`src/rtl/mpr_pkg.sv`:
```
package mpr_pkg;

    typedef enum logic [3:0] {
        CMD_NOP = 4'd0,
        CMD_ACT = 4'd1,
        CMD_RD  = 4'd2,
        CMD_RDA = 4'd3,
        CMD_WR  = 4'd4,
        CMD_PRE = 4'd5,
        CMD_MRS = 4'd6,
        CMD_REF = 4'd7,
        CMD_PDE = 4'd8,
        CMD_SRE = 4'd9,
        CMD_ZQC = 4'd10
    } cmd_e;

    typedef enum logic [1:0] {
        SRC_ARRAY   = 2'd0,
        SRC_PATTERN = 2'd1,
        SRC_ZERO    = 2'd2
    } src_e;

    typedef struct packed {
        logic timing;
        logic rsvd_bit;
        logic bad_load;
        logic bad_cmd;
        logic rsvd_mode;
    } err_t;

    typedef struct packed {
        logic valid;
        src_e src;
    } rd_tag_t;

    localparam logic [1:0] TRACKED_REG = 2'b11;
    localparam logic [1:0] SEL_PATTERN = 2'b00;

    function automatic logic is_read(input logic [3:0] c);
        return (c == CMD_RD) || (c == CMD_RDA);
    endfunction

endpackage

```
`src/rtl/mpr_cmd_check.sv`:
```
module mpr_cmd_check
    import mpr_pkg::*;
#(
    parameter int NBANK = 8,
    parameter int ROW_W = 15,
    parameter int T_MRD = 4,
    parameter int T_MOD = 12,
    parameter int CNT_W = 4
) (
    input  logic [3:0]       cmd,
    input  logic [2:0]       ba,
    input  logic [ROW_W-1:0] addr,
    input  logic [NBANK-1:0] bank_idle,
    input  logic             rd_busy,
    input  logic             mode_en,
    input  logic [1:0]       mode_sel,
    input  logic [CNT_W-1:0] gap,
    output err_t             err,
    output logic             acc_rd,
    output logic             acc_mrs,
    output logic             acc_tracked,
    output src_e             rd_src
);
    localparam logic [CNT_W-1:0] MRD_LIM = CNT_W'(T_MRD);
    localparam logic [CNT_W-1:0] MOD_LIM = CNT_W'(T_MOD);

    logic is_mrs, to_tracked, rd, ok;

    always_comb begin
        is_mrs     = (cmd == CMD_MRS);
        to_tracked = is_mrs && (ba[1:0] == TRACKED_REG);
        rd         = is_read(cmd);

        err.timing   = is_mrs ? (gap < MRD_LIM)
                              : ((cmd != CMD_NOP) && (gap < MOD_LIM));
        err.rsvd_bit = to_tracked && ((|addr[ROW_W-1:3]) || ba[2]);
        err.bad_load = to_tracked && (!(&bank_idle) || rd_busy);
        err.bad_cmd  = mode_en && (cmd != CMD_NOP) && !rd && !to_tracked;

        ok          = !(err.timing || err.rsvd_bit || err.bad_load || err.bad_cmd);
        acc_rd      = ok && rd;
        acc_mrs     = ok && is_mrs;
        acc_tracked = ok && to_tracked;

        if (!mode_en)                    rd_src = SRC_ARRAY;
        else if (mode_sel == SEL_PATTERN) rd_src = SRC_PATTERN;
        else                             rd_src = SRC_ZERO;

        err.rsvd_mode = acc_rd && mode_en && (mode_sel != SEL_PATTERN);
    end
endmodule

```
`src/rtl/mpr_gap_timer.sv`:
```
module mpr_gap_timer #(
    parameter int T_MOD = 12,
    parameter int CNT_W = 4
) (
    input  logic             clk,
    input  logic             rst,
    input  logic             restart,
    output logic [CNT_W-1:0] gap
);
    localparam logic [CNT_W-1:0] LIM = CNT_W'(T_MOD);

    always_ff @(posedge clk) begin
        if (rst)             gap <= LIM;
        else if (restart)    gap <= CNT_W'(1);
        else if (gap != LIM) gap <= gap + CNT_W'(1);
    end
endmodule

```
`src/rtl/mpr_mode_reg.sv`:
```
module mpr_mode_reg (
    input  logic       clk,
    input  logic       rst,
    input  logic       load,
    input  logic       en_d,
    input  logic [1:0] sel_d,
    output logic       mode_en,
    output logic [1:0] mode_sel
);
    always_ff @(posedge clk) begin
        if (rst) begin
            mode_en  <= 1'b0;
            mode_sel <= 2'b00;
        end else if (load) begin
            mode_en  <= en_d;
            mode_sel <= sel_d;
        end
    end
endmodule

```
`src/rtl/mpr_burst_gen.sv`:
```
module mpr_burst_gen
    import mpr_pkg::*;
#(
    parameter int RD_LAT = 5,
    parameter int BURST  = 8,
    parameter int DQ_W   = 16
) (
    input  logic            clk,
    input  logic            rst,
    input  logic            launch,
    input  src_e            launch_src,
    output logic            valid_o,
    output logic            src_mpr_o,
    output logic [DQ_W-1:0] dq_o,
    output logic            busy_o
);
    localparam int BEAT_W = (BURST > 2) ? $clog2(BURST) : 1;
    localparam logic [BEAT_W-1:0] LAST = BEAT_W'(BURST - 1);

    rd_tag_t           pipe [RD_LAT];
    logic              active;
    src_e              cur_src;
    logic [BEAT_W-1:0] beat;

    for (genvar s = 0; s < RD_LAT; s++) begin : g_stage
        if (s == 0) begin : g_head
            always_ff @(posedge clk) begin
                if (rst) pipe[s] <= '0;
                else     pipe[s] <= '{valid: launch, src: launch_src};
            end
        end else begin : g_tail
            always_ff @(posedge clk) begin
                if (rst) pipe[s] <= '0;
                else     pipe[s] <= pipe[s-1];
            end
        end
    end

    always_ff @(posedge clk) begin
        if (rst) begin
            active  <= 1'b0;
            cur_src <= SRC_ARRAY;
            beat    <= '0;
        end else if (pipe[RD_LAT-1].valid) begin
            active  <= 1'b1;
            cur_src <= pipe[RD_LAT-1].src;
            beat    <= '0;
        end else if (active) begin
            if (beat == LAST) active <= 1'b0;
            else              beat   <= beat + BEAT_W'(1);
        end
    end

    always_comb begin
        busy_o = active;
        for (int s = 0; s < RD_LAT; s++) busy_o = busy_o || pipe[s].valid;
    end

    assign valid_o   = active;
    assign src_mpr_o = active && (cur_src != SRC_ARRAY);
    assign dq_o      = {DQ_W{active && (cur_src == SRC_PATTERN) && beat[0]}};
endmodule

```
`src/rtl/mpr_mode_tracker.sv`:
```
module mpr_mode_tracker
    import mpr_pkg::*;
#(
    parameter int NBANK  = 8,
    parameter int ROW_W  = 15,
    parameter int DQ_W   = 16,
    parameter int RD_LAT = 5,
    parameter int BURST  = 8,
    parameter int T_MRD  = 4,
    parameter int T_MOD  = 12
) (
    input  logic             clk,
    input  logic             rst,
    input  logic [3:0]       cmd_i,
    input  logic [2:0]       ba_i,
    input  logic [ROW_W-1:0] addr_i,
    input  logic [NBANK-1:0] bank_idle_i,
    output logic             data_valid_o,
    output logic             data_src_mpr_o,
    output logic [DQ_W-1:0]  dq_o,
    output logic             err_timing_o,
    output logic             err_rsvd_bit_o,
    output logic             err_bad_load_o,
    output logic             err_bad_cmd_o,
    output logic             err_rsvd_mode_o
);
    localparam int CNT_W = $clog2(T_MOD + 1);

    logic             mode_en;
    logic [1:0]       mode_sel;
    logic [CNT_W-1:0] gap;
    logic             rd_busy, acc_rd, acc_mrs, acc_tracked;
    src_e             rd_src;
    err_t             err_now, err_q;

    mpr_cmd_check #(
        .NBANK(NBANK), .ROW_W(ROW_W), .T_MRD(T_MRD), .T_MOD(T_MOD), .CNT_W(CNT_W)
    ) u_check (
        .cmd(cmd_i), .ba(ba_i), .addr(addr_i), .bank_idle(bank_idle_i),
        .rd_busy(rd_busy), .mode_en(mode_en), .mode_sel(mode_sel), .gap(gap),
        .err(err_now), .acc_rd(acc_rd), .acc_mrs(acc_mrs),
        .acc_tracked(acc_tracked), .rd_src(rd_src)
    );

    mpr_gap_timer #(.T_MOD(T_MOD), .CNT_W(CNT_W)) u_gap (
        .clk(clk), .rst(rst), .restart(acc_mrs), .gap(gap)
    );

    mpr_mode_reg u_mode (
        .clk(clk), .rst(rst), .load(acc_tracked),
        .en_d(addr_i[2]), .sel_d(addr_i[1:0]),
        .mode_en(mode_en), .mode_sel(mode_sel)
    );

    mpr_burst_gen #(.RD_LAT(RD_LAT), .BURST(BURST), .DQ_W(DQ_W)) u_burst (
        .clk(clk), .rst(rst), .launch(acc_rd), .launch_src(rd_src),
        .valid_o(data_valid_o), .src_mpr_o(data_src_mpr_o), .dq_o(dq_o),
        .busy_o(rd_busy)
    );

    always_ff @(posedge clk) begin
        if (rst) err_q <= '0;
        else     err_q <= err_now;
    end

    assign err_timing_o    = err_q.timing;
    assign err_rsvd_bit_o  = err_q.rsvd_bit;
    assign err_bad_load_o  = err_q.bad_load;
    assign err_bad_cmd_o   = err_q.bad_cmd;
    assign err_rsvd_mode_o = err_q.rsvd_mode;
endmodule

```
`config.mk`:
```
export PLATFORM = sky130hd
export DESIGN_NAME = mpr_mode_tracker
export DESIGN_NICKNAME = d
export VERILOG_FILES = /design/src/rtl/mpr_pkg.sv /design/src/rtl/mpr_cmd_check.sv /design/src/rtl/mpr_gap_timer.sv /design/src/rtl/mpr_mode_reg.sv /design/src/rtl/mpr_burst_gen.sv /design/src/rtl/mpr_mode_tracker.sv
export SDC_FILE = /design/constraint.sdc
export NUM_CORES = 1
export LEC_CHECK = 0
export ABC_AREA = 1
export BUFFER_PORTS_ARGS = -buffer_cell sky130_fd_sc_hd__buf_4
export CORE_UTILIZATION = 44
export CTS_CLUSTER_SIZE = 30
export DETAILED_ROUTE_END_ITERATION = 12
export GPL_TIMING_DRIVEN = 0
export HOLD_SLACK_MARGIN = 0.02
export PLACE_DENSITY = 0.74
export SYNTH_ARGS = -nofsm -noshare
export SYNTH_HDL_FRONTEND = slang
export SYNTH_SLANG_ARGS = --single-unit
```
`constraint.sdc`:
```
create_clock -name clk -period 1.5 [get_ports clk]
set_input_delay 0.075 -clock clk [delete_from_list [all_inputs] [get_ports clk]]
set_output_delay 0.075 -clock clk [all_outputs]
set_load 0.1 [all_outputs]
```
==> results of run 1 <==
registers in the layout (all words and copies together), names as in the netlist:
| register | cells |
|---|---|
| u_burst.beat | 3 |
| u_burst.pipe | 15 |
| err_rsvd_mode_o | 1 |
| u_burst.cur_src | 2 |
| err_bad_cmd_o | 1 |
| u_burst.valid_o | 1 |
| u_mode.mode_en | 1 |
| u_gap.gap | 4 |
| err_bad_load_o | 1 |
| err_timing_o | 1 |
| err_rsvd_bit_o | 1 |
| u_mode.mode_sel | 2 |
tightest hold or removal path, delay by kind of cell:
family	cells	cell delay, ps
buffers and inverters	1	100
and+or+nand+nor	3	180
cells by family (layout without fill, tap and decap cells):
kind of cell,Yosys count,in the layout,share of synthesized area
XOR/XNOR,3,3,0.0168
adder cells (fa/ha/maj),4,4,0.0321
multiplexers,1,1,0.00721
AND/OR/NAND/NOR,100,100,0.311
flip-flops,33,33,0.423
buffers and inverters,50,116,0.156
AO/OA/AOI/OAI,16,16,0.0537
through the flow:
stage          cells  power (uW)  hold slack (ps)  TNS (ps)  instance area (um^2)
2_1_floorplan    207        1130              248    -11520                  1610
3_3_place_gp     307        1230              382      -636                  2080
3_5_place_dp     307        1240              386      -705                  2080
4_1_cts          318        1710             29.8         0                  2360
5_1_grt          319        1830             30.8      -770                  2380
6_report         319        1730             47.7     -14.5                  2380
layer usage:
| metal | global-route usage | routed length [um] | part of all wire | vias up |
|---|---|---|---|---|
| met5 | 0 | 0 | 0 | - |
| met1 | 0.226 | 1480 | 0.41 | 624 |
| met4 | 0.121 | 89 | 0.025 | 0 |
| met2 | 0.382 | 1770 | 0.50 | 58 |
| met3 | 0.0756 | 234 | 0.065 | 10 |
| li1 | - | - | - | 742 |
area by class of cell:
cell class	instances	area (um^2)	area share
Buffer	17	144	0.0605
Tap cell	46	57.6	0.0242
Inverter	33	124	0.0521
Clock inverter	2	10.0	0.00421
Clock buffer	6	41.3	0.0174
Multi-Input combinational cell	124	691	0.290
Timing Repair Buffer	58	644	0.271
Sequential cell	33	667	0.280
worst min-delay path by stage:
stage / start / end / slack [ps] / cells after the start
floorplan: rst / u_burst.beat[1] / 250 / 3
global placement: rst / u_burst.beat[0] / 380 / 4
detailed placement: rst / u_burst.beat[0] / 390 / 4
CTS: cmd_i[2] / u_burst.pipe[0][2] / 30 / 4
global route: cmd_i[3] / u_burst.pipe[0][2] / 30 / 4
finish: cmd_i[3] / u_burst.pipe[0][2] / 50 / 4
timing repair:
action                     in CTS  in global routing
hold buffers                    1                  1
resized for setup              48                  5
pin swaps                       1                  0
hold endpoints to repair        1                  1
setup buffers                   2                  0
setup endpoints to repair      16                 18
gates cloned                    0                  0
power by group through the flow:
stage	clock network [uW]	logic, uW	registers, uW
global placement	0	283	945
CTS	484	298	925
global route	532	367	931
detailed placement	0	294	946
finish	479	321	928
floorplan	0	179	954
cell usage after synthesis:
cell type / n
nor2_1: 50
dfxtp_1: 33
inv_1: 29
nand2_1: 25
buf_4: 15
a21oi_1: 6
nand2_2: 5
o21ai_0: 5
ha_1: 4
inv_2: 4
o21ai_1: 4
nand4_1: 3
xor2_1: 3
clkbuf_1: 2
nand2_4: 2
nand3_1: 2
nand3_2: 2
nor2_2: 2
nor3_1: 2
a21oi_2: 1
and3_1: 1
mux2_2: 1
nand3_4: 1
nor2_4: 1
nor2_8: 1
nor3_2: 1
nor3b_1: 1
or2_0: 1
==> results.py, run 1 <==
metrics = {
    "critical_path": {
        "crit_arrival_ps": 1430,
        "crit_chain": "nand2_4, nor3_4, buf_12, buf_4, buf_12",
        "crit_buf_inv": 3,
        "crit_family": "buffers and inverters",
        "r2r_cells": 6,
        "start_kind": "register",
        "cp-end-kind": "primary output",
        "slowest_stage": "dfxtp_4",
        "path_depth": 5,
        "cpPeakStageDelay_ps": 390,
        "crit_path_start": "u_burst.valid_o",
        "crit_required_ps": 1420,
        "r2r_end": "u_gap.gap[1]",
        "crit_top_cell": "buf_12",
        "endpoint": "dq_o[3]",
        "reg2reg_from": "u_gap.gap[0]",
        "cp_max_fo": 13,
        "crit_type": "register to primary output",
        "r2r_slack_ps": 100,
    },
    "yosys": {
        "syn_avg_cell_area_um2": 7.54,
        "ys_types": 28,
        "synth_seq_cells": 33,
        "syn_inst": 207,
        "yosysWarnings": 0,
        "synth.top_cell.area_share": 0.423,
        "synth_top_area_cell": "dfxtp_1",
        "syn_nets": 243,
        "seq_area_frac_synth": 0.423,
        "synth_area_leaders": "dfxtp_1, nor2_1, buf_4, inv_1, nand2_1",
        "syn-cell-area_mm2": 0.00156,
    },
    "cells_and_area": {
        "layout_common_cells": "nor2_1, buf_4, dfxtp_1",
        "syn2layout_area_growth_pct": 52.3,
        "drive_gt1_frac": 0.396,
        "post-route-util": 0.707,
        "fillers": 277,
        "fin_nets": 308,
        "diodes": 0,
    },
    "cts": {
        "cts_max_level": 2,
        "insertion_delay_ps": 340,
        "clkTransAtPathRegs_ps": 100,
        "clk_path_buf_depth": 2,
        "cts_buffers": 5,
        "cts_tree": "built",
        "cts_sinks": 33,
        "root_buffer": "clkbuf_4",
    },
    "pwr": {
        "power.density_mw_per_mm2": 727,
        "p_sw_uw": 494,
        "ir_worst_vdd_uv": 372,
        "leakagePower_uw": 0.00116,
        "p_comb_frac": 0.186,
        "swShare": 0.286,
        "clock_power_share": 0.277,
        "power.internal_uw": 1230,
        "sequentialPowerShare": 0.537,
    },
    "worst_hold_path": {
        "min_path_type": "input pin to register",
    },
    "floorplanning": {
        "die_y_um": 61.6,
        "dieArea_mm2": 0.00379,
        "start_util": 0.464,
        "num_io_pins": 55,
        "fp.dieW_um": 61.6,
        "core_mm2": 0.00336,
        "core.rowCount": 21,
    },
    "global_route": {
        "antenna_found_initial": 0,
        "grt_pass1_wl_um": 5680,
        "grt_util_all_layers": 0.218,
        "grt_pass1_vias": 1354,
        "grt_overflow": 0,
        "grt_start_max_net_pins": 14,
    },
    "drt": {
        "wl_per_cell_um": 11.2,
        "totalWireLength_um": 3580,
        "ant_nets": 0,
        "first_iter_violations": 38,
        "vias_per_cell": 4.50,
        "drc": 0,
        "vias": 1434,
        "dr.pass1.iters": 4,
    },
    "status": {
        "run_status": "finished, violations left",
        "violations": "negative setup slack",
    },
    "timing": {
        "slew_violations": 0,
        "period_needed_ps": 1510,
        "hold_viol": 0,
        "rsz0062_at_grt": "true",
        "timing.slew.headroom": 0.656,
        "setup_viol_count_final": 2,
        "timing.fmax_mhz": 662,
        "clock_skew_ps": 4.23,
        "finalCritPeriodShare": 1.01,
        "tightest_slew_ps": 515,
        "setup_ws_ps": -9.70,
    },
    "place": {
        "gp_congestion": 0.806,
        "dp_slack_ps": -68.9,
        "dp_hpwl_um": 2290,
        "portBuffers": 54,
    },
    "flow_run": {
        "max-cap-violations": 0,
    },
}
No activity file was read; power rests on OpenSTA's default activity.
==> run 2, diff against run 1 <==
- RECOVER_POWER: not set -> 100
==> results.py, run 2 (same netlist as run 1, synthesis figures left out) <==
metrics = {
    "timing": {
        "rsz0062_at_grt": "true",
        "clock_skew_ps": 7.28,
        "slew_violations": 0,
        "setup_viol_count_final": 3,
        "setup_ws_ps": -10.4,
        "period_needed_ps": 1510,
        "tightest_slew_ps": 547,
        "timing.fmax_mhz": 662,
        "timing.slew.headroom": 0.637,
        "hold_viol": 0,
        "finalCritPeriodShare": 1.01,
    },
    "global_route": {
        "grt_start_max_net_pins": 14,
        "grt_util_all_layers": 0.218,
        "grt_pass1_vias": 1354,
        "antenna_found_initial": 0,
        "grt_pass1_wl_um": 5680,
        "grt_overflow": 0,
    },
    "place": {
        "portBuffers": 54,
        "placedCellCount": 307,
        "gp_congestion": 0.806,
        "placed_area_mm2": 0.00208,
        "dp_hpwl_um": 2290,
    },
    "floorplanning": {
        "core_mm2": 0.00336,
        "die_y_um": 61.6,
        "start_util": 0.464,
        "core.rowCount": 21,
        "dieArea_mm2": 0.00379,
        "fp.dieW_um": 61.6,
        "num_io_pins": 55,
    },
    "pwr": {
        "finalPower_uw": 1720,
        "ir_worst_vdd_uv": 372,
        "leakagePower_uw": 0.00115,
        "power.density_mw_per_mm2": 734,
    },
    "cts": {
        "cts_sinks": 33,
        "clkTransAtPathRegs_ps": 100,
        "cts_tree": "built",
        "root_buffer": "clkbuf_4",
        "clk_path_buf_depth": 2,
        "cts_max_level": 2,
        "cts_buffers": 5,
        "insertion_delay_ps": 340,
    },
    "flow_run": {
        "max-cap-violations": 0,
    },
    "cells_and_area": {
        "drive_gt1_frac": 0.377,
        "largest_register_ffs": 15,
        "post-route-util": 0.697,
        "fillers": 283,
        "regMostFlops": "u_burst.pipe",
        "layout_commonest_cell": "nor2_1",
        "syn2layout_area_growth_pct": 50.2,
        "diodes": 0,
        "layout_common_cells": "nor2_1, buf_4, dfxtp_1",
        "top_regs": "u_burst.pipe (15), u_gap.gap (4), u_burst.beat (3)",
        "fin_nets": 308,
        "final_cell_count_no_fill": 319,
        "stdcell_area_mm2": 0.00234,
    },
    "drt": {
        "dr.pass1.iters": 4,
        "first_iter_violations": 31,
        "totalWireLength_um": 3590,
        "vias": 1434,
        "drc": 0,
        "wl_per_cell_um": 11.3,
        "ant_nets": 0,
        "vias_per_cell": 4.50,
    },
    "status": {
        "run_status": "finished, violations left",
        "violations": "negative setup slack",
    },
    "critical_path": {
        "crit_type": "register to primary output",
        "cp_max_fo": 13,
        "cp-end-kind": "primary output",
        "crit_required_ps": 1420,
        "crit_arrival_ps": 1440,
        "start_kind": "register",
    },
    "worst_hold_path": {
        "min_path_type": "input pin to register",
    },
}
## run 2: cell type report
cell class              count  area (um^2)  area share
plain buffers              17          144      0.0614
clock buffers               6         41.3      0.0176
clock inverters             2         10.0     0.00427
inverters                  33          124      0.0528
multi-input cells         124          676       0.288
flip-flops and latches     33          667       0.284
well taps                  46         57.6      0.0245
repair buffers             58          626       0.267
## run 2: per-layer routing
| metal | share of wire | track usage |
|---|---|---|
| met5 | 0 | 0 |
| met4 | 0.024 | 0.121 |
| met3 | 0.064 | 0.0756 |
| met2 | 0.49 | 0.382 |
| met1 | 0.42 | 0.226 |
## run 2: final timing paths
check,slack (ps),startpoint,cells past startpoint,endpoint
max reg2reg,50,u_burst.valid_o,9,u_gap.gap[1]
max,-10,u_burst.beat[0],5,dq_o[3]
min reg2reg,400,u_burst.pipe[2][1],2,u_burst.pipe[3][1]
min,60,addr_i[1],5,u_mode.mode_sel[1]
## run 2: critical path: stages, from the launching register on
cell and delay, ps:
dfxtp_2 350, inv_2 50, nor3_4 220, buf_12 170, buf_4 130, buf_12 170
## run 2: stage by stage
stage	hold WS (ps)	TNS, ps	worst slack, ps
after floorplan	248	-11520	-794
after global placement	382	-636	-59.6
after detailed placement	386	-705	-68.9
after CTS	29.8	0	6.93
after global routing	56.2	-902	-73.3
final	56.4	-17.1	-10.4
## run 2: timing repair
action / 4_1_cts / 5_1_grt
hold buffers: 1 / 1
pin swaps: 1 / 0
gates resized for setup: 48 / 5
buffers inserted: 2 / 0
hold endpoints to repair: 1 / 1
endpoints found under the setup margin: 16 / 18
## run 2: where the power goes
part	internal, uW	total, uW	switching [uW]
registers	901	927	26.8
clock network	178	478	300
logic	152	315	163
